### config.mk
export PLATFORM = sky130hd
export DESIGN_NAME = irq_entry_seq
export DESIGN_NICKNAME = d
export VERILOG_FILES = /design/src/rtl/irq_entry_pkg.sv /design/src/rtl/irq_accept_gate.sv /design/src/rtl/irq_vector_gen.sv /design/src/rtl/irq_entry_fsm.sv /design/src/rtl/irq_entry_seq.sv
export SDC_FILE = /design/constraint.sdc
export NUM_CORES = 1
export LEC_CHECK = 0
export ABC_AREA = 1
export CORE_MARGIN = 3
export CORE_UTILIZATION = 36
export CTS_CLUSTER_DIAMETER = 120
export DETAILED_ROUTE_END_ITERATION = 12
export PLACE_DENSITY_LB_ADDON = 0.08
export SLEW_MARGIN = 20
export SYNTH_ARGS = -nofsm -noshare
export SYNTH_HDL_FRONTEND = slang
export SYNTH_SLANG_ARGS = --single-unit
### constraint.sdc
create_clock -name clk -period 1.4 [get_ports clk]
set_input_delay 0.21 -clock clk [delete_from_list [all_inputs] [get_ports clk]]
set_output_delay 0.21 -clock clk [all_outputs]
set_load 0.005 [all_outputs]
### src/rtl/irq_entry_pkg.sv
package irq_entry_pkg;
  typedef enum logic [1:0] {
    ST_IDLE   = 2'd0,
    ST_SAVE   = 2'd1,
    ST_COMMIT = 2'd2
  } entry_state_e;

  localparam logic [1:0] IO_FULL_ACCESS = 2'b10;
  localparam logic [1:0] PRS_ENTRY      = 2'b00;
  localparam logic       IS_ON_ENTRY    = 1'b1;
  localparam int         CDC_W          = 7;
endpackage

### src/rtl/irq_accept_gate.sv
module irq_accept_gate #(
  parameter int PW = 8
) (
  input  logic          irq_valid,
  input  logic [PW-1:0] irq_prio,
  input  logic          cur_ie,
  input  logic [PW-1:0] cur_ccpn,
  output logic          accept
);
  always_comb begin
    accept = irq_valid && cur_ie && (irq_prio > cur_ccpn);
  end
endmodule

### src/rtl/irq_vector_gen.sv
module irq_vector_gen #(
  parameter int AW        = 32,
  parameter int PW        = 8,
  parameter int VEC_SHIFT = 5
) (
  input  logic [AW-1:0] biv,
  input  logic [PW-1:0] prio,
  output logic [AW-1:0] vec_addr
);
  localparam int PAD = AW - PW;
  logic [AW-1:0] prio_wide;

  always_comb begin
    prio_wide = {{PAD{1'b0}}, prio};
    vec_addr  = biv | (prio_wide << VEC_SHIFT);
  end
endmodule

### src/rtl/irq_entry_fsm.sv
module irq_entry_fsm
  import irq_entry_pkg::*;
#(
  parameter int AW = 32,
  parameter int PW = 8
) (
  input  logic          clk,
  input  logic          rst,
  input  logic          accept,
  input  logic [PW-1:0] irq_prio,
  input  logic          cur_ie,
  input  logic [PW-1:0] cur_ccpn,
  input  logic          cur_is,
  input  logic [AW-1:0] cur_sp,
  input  logic [AW-1:0] isp,
  input  logic [AW-1:0] vec_addr,
  input  logic          save_done,
  input  logic          save_fault,
  output logic [PW-1:0] prio_q,
  output logic          save_req,
  output logic [PW-1:0] save_pcpn,
  output logic          save_pie,
  output logic          commit,
  output logic [PW-1:0] new_ccpn,
  output logic          sp_we,
  output logic [AW-1:0] new_sp,
  output logic          fetch_req,
  output logic [AW-1:0] fetch_addr,
  output logic          irq_ack,
  output logic          trap_redirect
);
  entry_state_e state;
  logic         was_int_stack;

  always_ff @(posedge clk) begin
    if (rst) begin
      state         <= ST_IDLE;
      save_req      <= 1'b0;
      save_pcpn     <= '0;
      save_pie      <= 1'b0;
      prio_q        <= '0;
      was_int_stack <= 1'b0;
      commit        <= 1'b0;
      new_ccpn      <= '0;
      sp_we         <= 1'b0;
      new_sp        <= '0;
      fetch_req     <= 1'b0;
      fetch_addr    <= '0;
      irq_ack       <= 1'b0;
      trap_redirect <= 1'b0;
    end else begin
      commit        <= 1'b0;
      fetch_req     <= 1'b0;
      irq_ack       <= 1'b0;
      sp_we         <= 1'b0;
      trap_redirect <= 1'b0;
      case (state)
        ST_IDLE: begin
          if (accept) begin
            state         <= ST_SAVE;
            save_req      <= 1'b1;
            prio_q        <= irq_prio;
            save_pcpn     <= cur_ccpn;
            save_pie      <= cur_ie;
            was_int_stack <= cur_is;
          end
        end
        ST_SAVE: begin
          if (save_fault) begin
            state         <= ST_IDLE;
            save_req      <= 1'b0;
            trap_redirect <= 1'b1;
          end else if (save_done) begin
            state      <= ST_COMMIT;
            save_req   <= 1'b0;
            commit     <= 1'b1;
            irq_ack    <= 1'b1;
            fetch_req  <= 1'b1;
            fetch_addr <= vec_addr;
            new_ccpn   <= prio_q;
            sp_we      <= !was_int_stack;
            new_sp     <= was_int_stack ? cur_sp : isp;
          end
        end
        ST_COMMIT: state <= ST_IDLE;
        default:   state <= ST_IDLE;
      endcase
    end
  end


  save_held_chk: assert property (@(posedge clk) disable iff (rst)
    save_req && !save_done && !save_fault |=> save_req && $stable(save_pcpn) && $stable(save_pie));


  done_commit_chk: assert property (@(posedge clk) disable iff (rst)
    save_req && save_done && !save_fault |=> commit && !save_req);


  commit_pulse_chk: assert property (@(posedge clk) disable iff (rst)
    commit |=> !commit);


  fault_trap_chk: assert property (@(posedge clk) disable iff (rst)
    save_req && save_fault |=> trap_redirect && !commit && !fetch_req && !irq_ack);


  sp_we_in_commit_chk: assert property (@(posedge clk) disable iff (rst)
    sp_we |-> commit);
endmodule

### src/rtl/irq_entry_seq.sv
module irq_entry_seq
  import irq_entry_pkg::*;
#(
  parameter int AW        = 32,
  parameter int PW        = 8,
  parameter int VEC_SHIFT = 5
) (
  input  logic          clk,
  input  logic          rst,
  input  logic          irq_valid,
  input  logic [PW-1:0] irq_prio,
  input  logic          cur_ie,
  input  logic [PW-1:0] cur_ccpn,
  input  logic          cur_is,
  input  logic [AW-1:0] cur_sp,
  input  logic [AW-1:0] isp,
  input  logic [AW-1:0] biv,
  output logic          save_req,
  output logic [PW-1:0] save_pcpn,
  output logic          save_pie,
  input  logic          save_done,
  input  logic          save_fault,
  output logic          commit,
  output logic          new_ie,
  output logic [PW-1:0] new_ccpn,
  output logic [1:0]    new_io,
  output logic [1:0]    new_prs,
  output logic          new_is,
  output logic [CDC_W-1:0] new_cdc,
  output logic          sp_we,
  output logic [AW-1:0] new_sp,
  output logic          fetch_req,
  output logic [AW-1:0] fetch_addr,
  output logic          irq_ack,
  output logic          trap_redirect
);
  logic          accept;
  logic [PW-1:0] prio_q;
  logic [AW-1:0] vec_addr;

  irq_accept_gate #(.PW(PW)) u_gate (
    .irq_valid (irq_valid),
    .irq_prio  (irq_prio),
    .cur_ie    (cur_ie),
    .cur_ccpn  (cur_ccpn),
    .accept    (accept)
  );

  irq_vector_gen #(.AW(AW), .PW(PW), .VEC_SHIFT(VEC_SHIFT)) u_vec (
    .biv      (biv),
    .prio     (prio_q),
    .vec_addr (vec_addr)
  );

  irq_entry_fsm #(.AW(AW), .PW(PW)) u_fsm (
    .clk           (clk),
    .rst           (rst),
    .accept        (accept),
    .irq_prio      (irq_prio),
    .cur_ie        (cur_ie),
    .cur_ccpn      (cur_ccpn),
    .cur_is        (cur_is),
    .cur_sp        (cur_sp),
    .isp           (isp),
    .vec_addr      (vec_addr),
    .save_done     (save_done),
    .save_fault    (save_fault),
    .prio_q        (prio_q),
    .save_req      (save_req),
    .save_pcpn     (save_pcpn),
    .save_pie      (save_pie),
    .commit        (commit),
    .new_ccpn      (new_ccpn),
    .sp_we         (sp_we),
    .new_sp        (new_sp),
    .fetch_req     (fetch_req),
    .fetch_addr    (fetch_addr),
    .irq_ack       (irq_ack),
    .trap_redirect (trap_redirect)
  );

  // Entry defaults are fixed values; they are qualified by commit.
  assign new_ie  = 1'b0;
  assign new_io  = IO_FULL_ACCESS;
  assign new_prs = PRS_ENTRY;
  assign new_is  = IS_ON_ENTRY;
  assign new_cdc = '0;


  accept_cond_chk: assert property (@(posedge clk) disable iff (rst)
    $rose(save_req) |-> $past(irq_valid && cur_ie && (irq_prio > cur_ccpn)));


  ack_only_commit_chk: assert property (@(posedge clk) disable iff (rst)
    irq_ack |-> commit && fetch_req);


  fetch_only_commit_chk: assert property (@(posedge clk) disable iff (rst)
    fetch_req |-> commit);


  fault_wins_chk: assert property (@(posedge clk) disable iff (rst)
    save_req && save_fault && save_done |=> !commit && trap_redirect);
endmodule

# == Yosys cells after proc, flatten, opt, wreduce, memory -nomap -nowiden ==
# Index checks and enable logic that the tools add are counted.
# totals
inputBits,119
reg_bits,96
wordCells,43
# classes
n_mux,11
bitwise_logic,4
eq_ne,3
n_lt_le_gt_ge,1
n_reduce_logical,12
# op_table
operator,n
$mux W32,1
$or A32 B13 Y32,1
$gt A8 B8 Y1,1
$mux W2,3
$reduce_and A3 Y1,2
$mux W1,5
$pmux W2 S2,1
$reduce_and A2 Y1,2
$reduce_or A4 Y1,1
$ne A3 B3 Y1 const B,1
$not A1 Y1,3
$reduce_or A3 Y1,1
$eq A2 B1 Y1 const B,1
$logic_and A1 B1 Y1,2
$logic_not A2 Y1,1
$ne A2 B2 Y1 const B,1
$pmux W1 S2,1
$reduce_bool A2 Y1,1
$reduce_or A2 Y1,1
$logic_not A1 Y1,1

# == Longest topological paths before layout ==
# Gate-level depths: netlist (run 1).
# depth
depth_word,4
depth_mapped,14
ltp_nobuf,13

# == Modules after synthesis ==
# Synthesis (run 1) repeated with hierarchy kept, for this count alone.
# hier_totals
cells_unflattened,732
area_unflattened_um2,4829.6
# modules_own_cells
mod,seq_area_each_um2,cells_each,area_each_um2,n_inst
irq_entry_fsm,1921.8,630,4225.3,1
irq_vector_gen,0.0,48,270.3,1
irq_accept_gate,0.0,39,229.0,1
irq_entry_seq,0.0,15,105.1,1

# == Worst setup path before layout (run 1) ==
# OpenSTA, ideal clock, no wires.
# synth_path
kind,input-to-reg
from,input cur_ccpn[3]
to,register u_fsm.prio_q[6]
setup_ns,0.110
arrival_ns,1.300
path_slack_ns,-0.010
cell_stages,9
n_path_buf,1
required_ns,1.290
cell_sequence,inv_1 > ha_1 > nand2_1 > nor2_1 > a21oi_4 > buf_2 > nand4_1 > nand2_1 > nor2_1
# synth_between
elab_chain_len,3
# synth_lines
item,line,source
from (decl),irq_entry_seq.sv:13,"input logic [PW-1:0] cur_ccpn,"
$gt A8 B8 Y1,irq_accept_gate.sv:11,accept = irq_valid && cur_ie && (irq_prio > cur_ccpn);
$logic_and A1 B1 Y1,irq_accept_gate.sv:11,
$reduce_and A2 Y1 (no line),--,
to (signal assigned),irq_entry_fsm.sv:62,prio_q <= irq_prio;
to (decl),irq_entry_fsm.sv:19,"output logic [PW-1:0] prio_q,"
# No other way between the ends.
# A chain may end at the register's enable or synchronous reset.

==> run summary, run 1 <==
Final min period: 1371 ps
CP Data Arrival Time: 1160 ps
Clock Latency Late Sink: 330 ps
Grt ovf: 0
Initial core utilization: 37.56%
Die Wd: 113.5 um
Initial antenna violation count: 0
RSZ-0062 raised after global routing: yes
Final instance area: 7071 sq um
Number of distinct library cells after synthesis: 27
Fmax achieved: 729.6 MHz
Crit-path max cell delay: 500 ps
Top post-synthesis cells by area: dfxtp_1 46%, nand2_1 10%, o21ai_0 8.7%
Synthesized area: 4161 sq um
Post-synth EDFFs: 0
Post-route ant nets: 0
CP Cell Sequence: clkdlybuf4s50_1
Pre-CTS setup slack: -570.6 ps
Crit Path Category: flop to primary output
Clock tree buffer depth: 2
Share of cells above drive strength 1: 15.46%
Via Count: 4442
Power Density: 881.2 nW/um^2
Leakage: 3.697 nW
FFs w/ async S/R, synth: 0%
Post-route setup slack: 29.34 ps
Syn. warnings: 0
Hold Crit Class: input pin to flop
Post-synth top flop: dfxtp_1
Chip Height: 113.5 um
Global placement routability congestion: 0.8489
Clock sinks: 96
Synth Instances: 559
Status: finished clean
Post-synth top cells: 112 x nand2_1, 96 x dfxtp_1, 72 x o21ai_0
Synth-to-layout area growth: 69.90%
Final Hold Fails: 0
Worst Path Max Fanout: 3
Antenna Cells: 0
Worst path slowest cell: clkdlybuf4s50_1
Post-synthesis sequential area ratio: 46.18%
Setup tns final: 0 ps
Top Ports: 219
Area leader, netlist: dfxtp_1
Buf/Inv on CP: 1
Nets: 911
CTS tree: built
Initial DRC Count: 285
DRT Wirelength: 13910 um
CTS H-tree lvls: 3
Vias in the first global route: 4231
Global-route wire length before repair: 20840 um
CP required: 1190 ps
Final HPWL DP: 9834 um
Cell family with most CP delay: buffers and inverters
Total CTS buffers: 9
Most frequent cell after synthesis: nand2_1
DRC Markers: 0
Placement Cell Area: 6485 sq um
Vias per cell: 4.781
Startpoint Class: flop
Final hold slack: 291.1 ps
CTS clk-pin slew, worst paths: 60 ps
FP Rows: 38
Maximum vdd drop: 0.0005234 V
Drt pass-1 iters: 4
Core box area: 11080 sq um
Final Max Tran Viols: 0
WL per Instance: 14.98 um
Top cell type's share of synthesized area: 46.18%
Final setup viols: 0
Largest net degree at the start of global routing: 34
All-Layer GR Usage: 20.22%
Yosys reg bits: 96
Clock Skew: 6.233 ps
Crit path capture type: primary output
Mean Syn Cell Area: 7.445 sq um
Max-cap viol count: 0
Crit share post-route: 97.90%
Clock root buffer master: clkbuf_16
Die area: 12890 sq um
IO buf count: 205
==> layout by cell type, fill, tap and decap left out, drive strengths merged, types with 2 or more instances in the layout <==
master and instances:
conb 13, a21oi 14, dlymetal6s2s 28, dfxtp 96, ha 8, clkinv 2
clkdlybuf4s15 7, buf 46, clkbuf 20, clkdlybuf4s50 109, a31oi 32, nand4 17
inv 60, dlygate4sd2 57, nand2 121, nor2 73, o21ai 72, nand3 10
==> sequential cells by signal, summed over array words and instances (netlist names), 2 cells and up <==
name and flops:
u_fsm.fetch_addr 32, u_fsm.new_sp 32, u_fsm.new_ccpn 8, u_fsm.prio_q 8, u_fsm.save_pcpn 8, u_fsm.state 2
==> cell type report <==
cell class                      count  area (sq um)
Clock inverter                      2         12.51
Sequential cell                    96          1936
Fill cell                        1010          4008
Clock buffer                       14         274.0
Timing Repair Buffer              253          2539
Multi-Input combinational cell    363          1893
Inverter                           61         241.5
Tap cell                          140         175.2
==> per-stage QoR <==
step | util [%] | instances | power (mW)
after floorplan | - | 570 | 3.296
after global placement | 58.54 | 904 | 3.853
after detailed placement | 58.54 | 904 | 3.867
after CTS | 62.15 | 926 | 6.283
after global routing | 63.82 | 929 | 6.520
final | 63.82 | 929 | 6.231
==> timing repair <==
item / 4_1_cts / 5_1_grt
hold buffers: 0 / 0
pin swaps: 22 / 8
endpoints found under the setup margin: 76 / 104
resized for setup: 102 / 66
buffers inserted: 4 / 1
cloned: 2 / 2
==> tightest hold or removal path, stage by stage <==
cell      delay, ps
clkbuf_2        120
inv_1            60
nand4_1          80
nand2_1          80
nor2_1           40
==> layer usage <==
layer / routed length, um / track usage [%]
met1: 5941 / 24.79
met2: 6840 / 34.75
met3: 912 / 4.509
met5: 0 / 0
met4: 218 / 7.372
==> final timing paths <==
check                        from                   end  slack [ps]  depth (start not counted)
hold / removal        irq_prio[7]       u_fsm.prio_q[7]         290                          5
hold reg to reg    u_fsm.save_req        u_fsm.save_req         440                          2
setup / recovery  u_fsm.fetch_req               irq_ack          30                          1
setup reg to reg   u_fsm.state[0]  u_fsm.fetch_addr[13]          70                          6
==> kinds of logic after synthesis <==
logic type,Yosys count,synth area share (%)
fa+ha+maj,8,2.405
buf+inv,111,12.72
flops,96,46.18
simple gates,223,22.91
other cells,2,0.1805
compound gates,119,15.60
==> power by group <==
part | internal [mW] | switching, mW
logic | 0.594 | 0.460
clock network | 1.35 | 0.994
registers | 2.80 | 0.0323
total | 4.74 | 1.49
Note: power is estimated with default switching activity, not from simulation.
==> inputs of run 2 (changes only) <==
--- a/config.mk
+++ b/config.mk
@@ -7,7 +7,7 @@
 export LEC_CHECK = 0
 export ABC_AREA = 1
 export CORE_MARGIN = 3
-export CORE_UTILIZATION = 36
+export CORE_UTILIZATION = 43
 export CTS_CLUSTER_DIAMETER = 120
 export DETAILED_ROUTE_END_ITERATION = 12
 export PLACE_DENSITY_LB_ADDON = 0.08
==> constraint.sdc (replaced) <==
create_clock -name clk -period 1.65 [get_ports clk]
set_input_delay 0.2475 -clock clk [delete_from_list [all_inputs] [get_ports clk]]
set_output_delay 0.2475 -clock clk [all_outputs]
set_load 0.005 [all_outputs]
==> run 2 against run 1 <==
  * Via count down 2.3%
  * Hold slack worse by 12 ps
  * Cell area down 3.7%
  * Highest routed layer unchanged
==> run summary, run 2 (same netlist as run 1, synthesis figures left out) <==
Initial core utilization: 44.61%
IO buf count: 205
Leakage: 2.878 nW
Buf/Inv on CP: 3
Clock Skew: 13.83 ps
Synth-to-layout area growth: 63.62%
CP Cell Sequence: clkdlybuf4s50_1 -> ha_4 -> nand2_2 -> nor2_4 -> nand2_2 -> nand2_4 -> nand3_4 -> clkbuf_16 -> nand2_2 -> inv_1 -> nor2_1
Fillers: 759
Most common cell after layout, fill and taps aside: clkdlybuf4s50_1
Clock Latency Late Sink: 350 ps
Most used routing layer: met2
Met2 GRT Util: 36.16%
Share of cells above drive strength 1: 11.14%
Die area: 10890 sq um
Crit Path Category: input pin to flop
Cell family with most CP delay: buffers and inverters
Initial DRC Count: 223
Vias per cell: 4.815
Global placement routability congestion: 0.8092
Via Count: 4338
Placement Cell Area: 6429 sq um
Clock root buffer master: clkbuf_8
Crit path capture type: flop
Post-route setup slack: 40.41 ps
Global-route wire length before repair: 19680 um
Clock sinks: 96
Antenna Cells: 0
Final instance area: 6809 sq um
Drt pass-1 iters: 4
Final Hold Fails: 0
Top Ports: 219
Largest regs: u_fsm.fetch_addr (32), u_fsm.new_sp (32)
CP required: 1940 ps
Post-CTS Setup Inserts: 0
CTS clk-pin slew, worst paths: 100 ps
Worst Path Max Fanout: 7
Grt ovf: 0
Total CTS buffers: 9
Grt met1 use: 27.20%
Maximum vdd drop: 0.0003858 V
CTS tree: built
Hold Crit Class: input pin to flop
Nets: 894
Clock tree buffer depth: 2
Total Power: 4.844 mW
Startpoint Class: input pin
Setup tns final: 0 ps
Met3 Usage GRT: 4.469%
CP Data Arrival Time: 1900 ps
Util after Layout: 73.00%
Vias in the first global route: 4056
Initial antenna violation count: 0
All-Layer GR Usage: 21.83%
Final setup viols: 0
Crit share post-route: 97.55%
Pre-CTS setup slack: -341.9 ps
FP Rows: 35
WL per Instance: 13.84 um
Most frequent cells in the layout: 195 x clkdlybuf4s50_1, 107 x nand2_1, 96 x dfxtp_1
Core box area: 9328 sq um
Max-cap viol count: 0
Fmax achieved: 621.3 MHz
Die Wd: 104.4 um
Chip Height: 104.4 um
Final Max Tran Viols: 0
DRC Markers: 0
CTS H-tree lvls: 3
Final HPWL DP: 9062 um
Post-route ant nets: 0
Status: finished clean
CP most frequent cell: nand2_2
Crit-path max cell delay: 480 ps
Power Density: 711.5 nW/um^2
Worst path slowest cell: clkdlybuf4s50_1
Final min period: 1610 ps
DRT Wirelength: 12470 um
Largest net degree at the start of global routing: 62
## run 2: cell types whose count changed in the layout (fill, tap and decap cells not counted), sizes merged
cell / before / now
buf: 46 / 30
bufinv: 0 / 1
clkbuf: 20 / 11
clkdlybuf4s15: 7 / 0
clkdlybuf4s50: 109 / 195
clkinvlp: 1 / 2
dlygate4sd2: 57 / 0
dlymetal6s2s: 28 / 10
inv: 60 / 62
## run 2: worst paths after layout
check / start / to / slack (ps) / depth (start not counted)
min: cur_ccpn[7] / u_fsm.save_pcpn[7] / 280 / 5
min reg2reg: u_fsm.save_req / u_fsm.save_req / 460 / 2
max reg2reg: u_fsm.state[0] / u_fsm.new_sp[17] / 290 / 7
max: irq_prio[5] / u_fsm.save_pcpn[5] / 40 / 11
## run 2: routing by layer
layer,share of wire (%),vias up
li1,-,2190
met1,42,1943
met2,48,179
met3,6.7,26
met4,2.9,0
met5,0,-
## run 2: repair_timing
item	in CTS	in global routing
endpoints found under the setup margin	0	20
gates resized for setup	0	35
endpoints found under the hold margin	0	0
hold buffers	0	0
## run 2: stage by stage
stage	instances	hold slack [ps]
2_1_floorplan	570	316.6
3_3_place_gp	884	448.0
3_5_place_dp	884	449.1
4_1_cts	900	437.9
5_1_grt	901	320.0
6_report	901	279.5
## run 2: layout make-up
type / count / area [sq um] / area share [%]
clock inverters: 6 / 67.56 / 0.9923
multi-input cells: 363 / 1873 / 27.51
clock buffers: 10 / 137.6 / 2.021
inverters: 61 / 229.0 / 3.363
well taps: 129 / 161.4 / 2.370
repair buffers: 236 / 2419 / 35.52
flip-flops and latches: 96 / 1922 / 28.22
## run 2: power breakdown
group	total (mW)	internal, mW	switching [mW]
combinational	0.860	0.498	0.363
sequential	2.40	2.37	0.0304
clock	1.58	0.748	0.832
## run 2: tightest hold or removal path, delay by kind of cell
family                 cells  cell delay [ps]
AND/OR/NAND/NOR            3              200
buffers and inverters      2              150
==> inputs of run 3 (changes only) <==
--- a/config.mk
+++ b/config.mk
@@ -7,7 +7,7 @@
 export LEC_CHECK = 0
 export ABC_AREA = 1
 export CORE_MARGIN = 3
-export CORE_UTILIZATION = 43
+export CORE_UTILIZATION = 40
 export CTS_CLUSTER_DIAMETER = 120
 export DETAILED_ROUTE_END_ITERATION = 12
 export PLACE_DENSITY_LB_ADDON = 0.08
==> constraint.sdc (replaced) <==
create_clock -name clk -period 1.8 [get_ports clk]
set_input_delay 0.27 -clock clk [delete_from_list [all_inputs] [get_ports clk]]
set_output_delay 0.27 -clock clk [all_outputs]
set_load 0.005 [all_outputs]
==> run 3 against run 2 <==
  * Utilization shrank 6.4 points
  * Register-to-register slack gained 130 ps
  * Worst setup slack gained 120 ps
  * Non-clock buffer count shrank 6
  * Total power shrank 6.3%
  * Critical endpoint is now u_fsm.prio_q[3]
==> run summary, run 3 (same netlist as run 1, synthesis figures left out) <==
Post-route ant nets: 0
Most common cell after layout, fill and taps aside: clkdlybuf4s50_1
All-Layer GR Usage: 20.58%
Synth-to-layout area growth: 59.35%
Status: finished clean
CTS tree: built
Util after Layout: 66.62%
Fmax achieved: 610.1 MHz
DRC Markers: 0
Power Density: 684.3 nW/um^2
Chip Height: 108 um
Clk pwr share: 35.1%
Largest net degree at the start of global routing: 53
Clock Latency Late Sink: 350 ps
Via Count: 4323
Antenna Cells: 0
DRT met1 WL: 5238 um
CTS H-tree lvls: 3
Routed wl met3: 1101 um
Sw Pwr: 1.104 mW
Clock tree buffer depth: 2
Post-CTS Setup Inserts: 0
Worst Path Max Fanout: 11
Clock sinks: 96
Drt pass-1 iters: 4
Crit Path Category: input pin to flop
Metal2 WL: 5860 um
Initial DRC Count: 263
Placed Instances: 883
Hold Crit Class: flop to flop
Die area: 11660 sq um
CTS clk-pin slew, worst paths: 100 ps
Clock Skew: 14.13 ps
Setup tns final: 0 ps
Global-route wire length before repair: 19530 um
Crit share post-route: 91.06%
Largest regs: u_fsm.fetch_addr (32), u_fsm.new_sp (32)
Maximum vdd drop: 0.0004768 V
Top Layer Used: met4
Placement Cell Area: 6396 sq um
Die Wd: 108 um
Comb power frac: 16.3%
Top Ports: 219
CP required: 2080 ps
WL per Instance: 13.92 um
Total CTS buffers: 9
Grt ovf: 0
Nets: 888
Final min period: 1639 ps
Switch share: 24.34%
Core box area: 9955 sq um
Final instance area: 6631 sq um
Final Hold Fails: 0
Final Max Tran Viols: 0
Initial core utilization: 41.80%
Total Power: 4.538 mW
Hold-fix buffers at CTS: 0
Fin cells: 899
Internal Power: 3.433 mW
Leakage: 2.764 nW
Clock root buffer master: clkbuf_8
Crit path capture type: flop
DRT Wirelength: 12510 um
Initial antenna violation count: 0
Final setup viols: 0
Most frequent cells in the layout: 205 x clkdlybuf4s50_1, 112 x nand2_1, 96 x dfxtp_1
Vias in the first global route: 3984
Final HPWL DP: 9432 um
IO buf count: 205
Sequential share of power: 48.5%
Share of cells above drive strength 1: 7.572%
Global placement routability congestion: 0.8760
FP Rows: 36
RSZ-0062 raised after global routing: no
CP Data Arrival Time: 1920 ps
Max-cap viol count: 0
Vias per cell: 4.809
Startpoint Class: input pin
==> run 3: routing by layer <==
metal,track usage [%],vias up
met5,0,-
met4,6.943,0
met3,5.493,21
met2,34.33,172
met1,25.81,1952
li1,-,2178
==> run 3: area by class of cell <==
| cell class | instances | area (sq um) |
|---|---|---|
| Tap cell | 133 | 166.4 |
| Inverter | 61 | 229.0 |
| Fill cell | 867 | 3323 |
| Clock inverter | 6 | 90.09 |
| Multi-Input combinational cell | 363 | 1759 |
| Sequential cell | 96 | 1922 |
| Clock buffer | 10 | 137.6 |
| Timing Repair Buffer | 230 | 2327 |
==> run 3: per-stage QoR <==
step / setup WS [ps] / hold WS (ps)
finish: 161.0 / 456.2
detailed placement: -208.3 / 443.2
CTS: 146.7 / 458.5
global placement: -162.2 / 440.9
global route: 10.24 / 473.6
floorplan: 329.8 / 339.1
==> run 3: path summary, 6_finish.rpt <==
check / startpoint / to / slack [ps] / depth (start not counted)
setup / recovery: cur_ccpn[7] / u_fsm.prio_q[3] / 160 / 12
hold / removal: u_fsm.save_req / u_fsm.save_req / 460 / 2
setup reg to reg: u_fsm.state[0] / u_fsm.new_sp[4] / 420 / 7
hold reg to reg: u_fsm.save_req / u_fsm.save_req / 460 / 2
==> run 3: critical path, cell delays in order <==
cell and delay (ps):
clkdlybuf4s50_1 450, inv_1 50, ha_1 310, nand2_2 80
nor2_4 130, nand2_1 80, nand2_2 100, nand3_4 100
buf_12 170, nand2_1 50, inv_1 30, nor2_1 90
==> run 3: repair_timing <==
action,in CTS,in global routing
endpoints found under the setup margin,0,1
gates resized for setup,0,1
hold endpoints to repair,0,0
==> run 3: power groups by stage <==
stage               clock network [mW]  logic [mW]  registers [mW]
floorplan                            0       0.310            2.25
global placement                     0       0.724            2.25
detailed placement                   0       0.737            2.25
CTS                               1.63       0.741            2.20
global route                      1.73       0.819            2.21
finish                            1.59       0.741            2.20
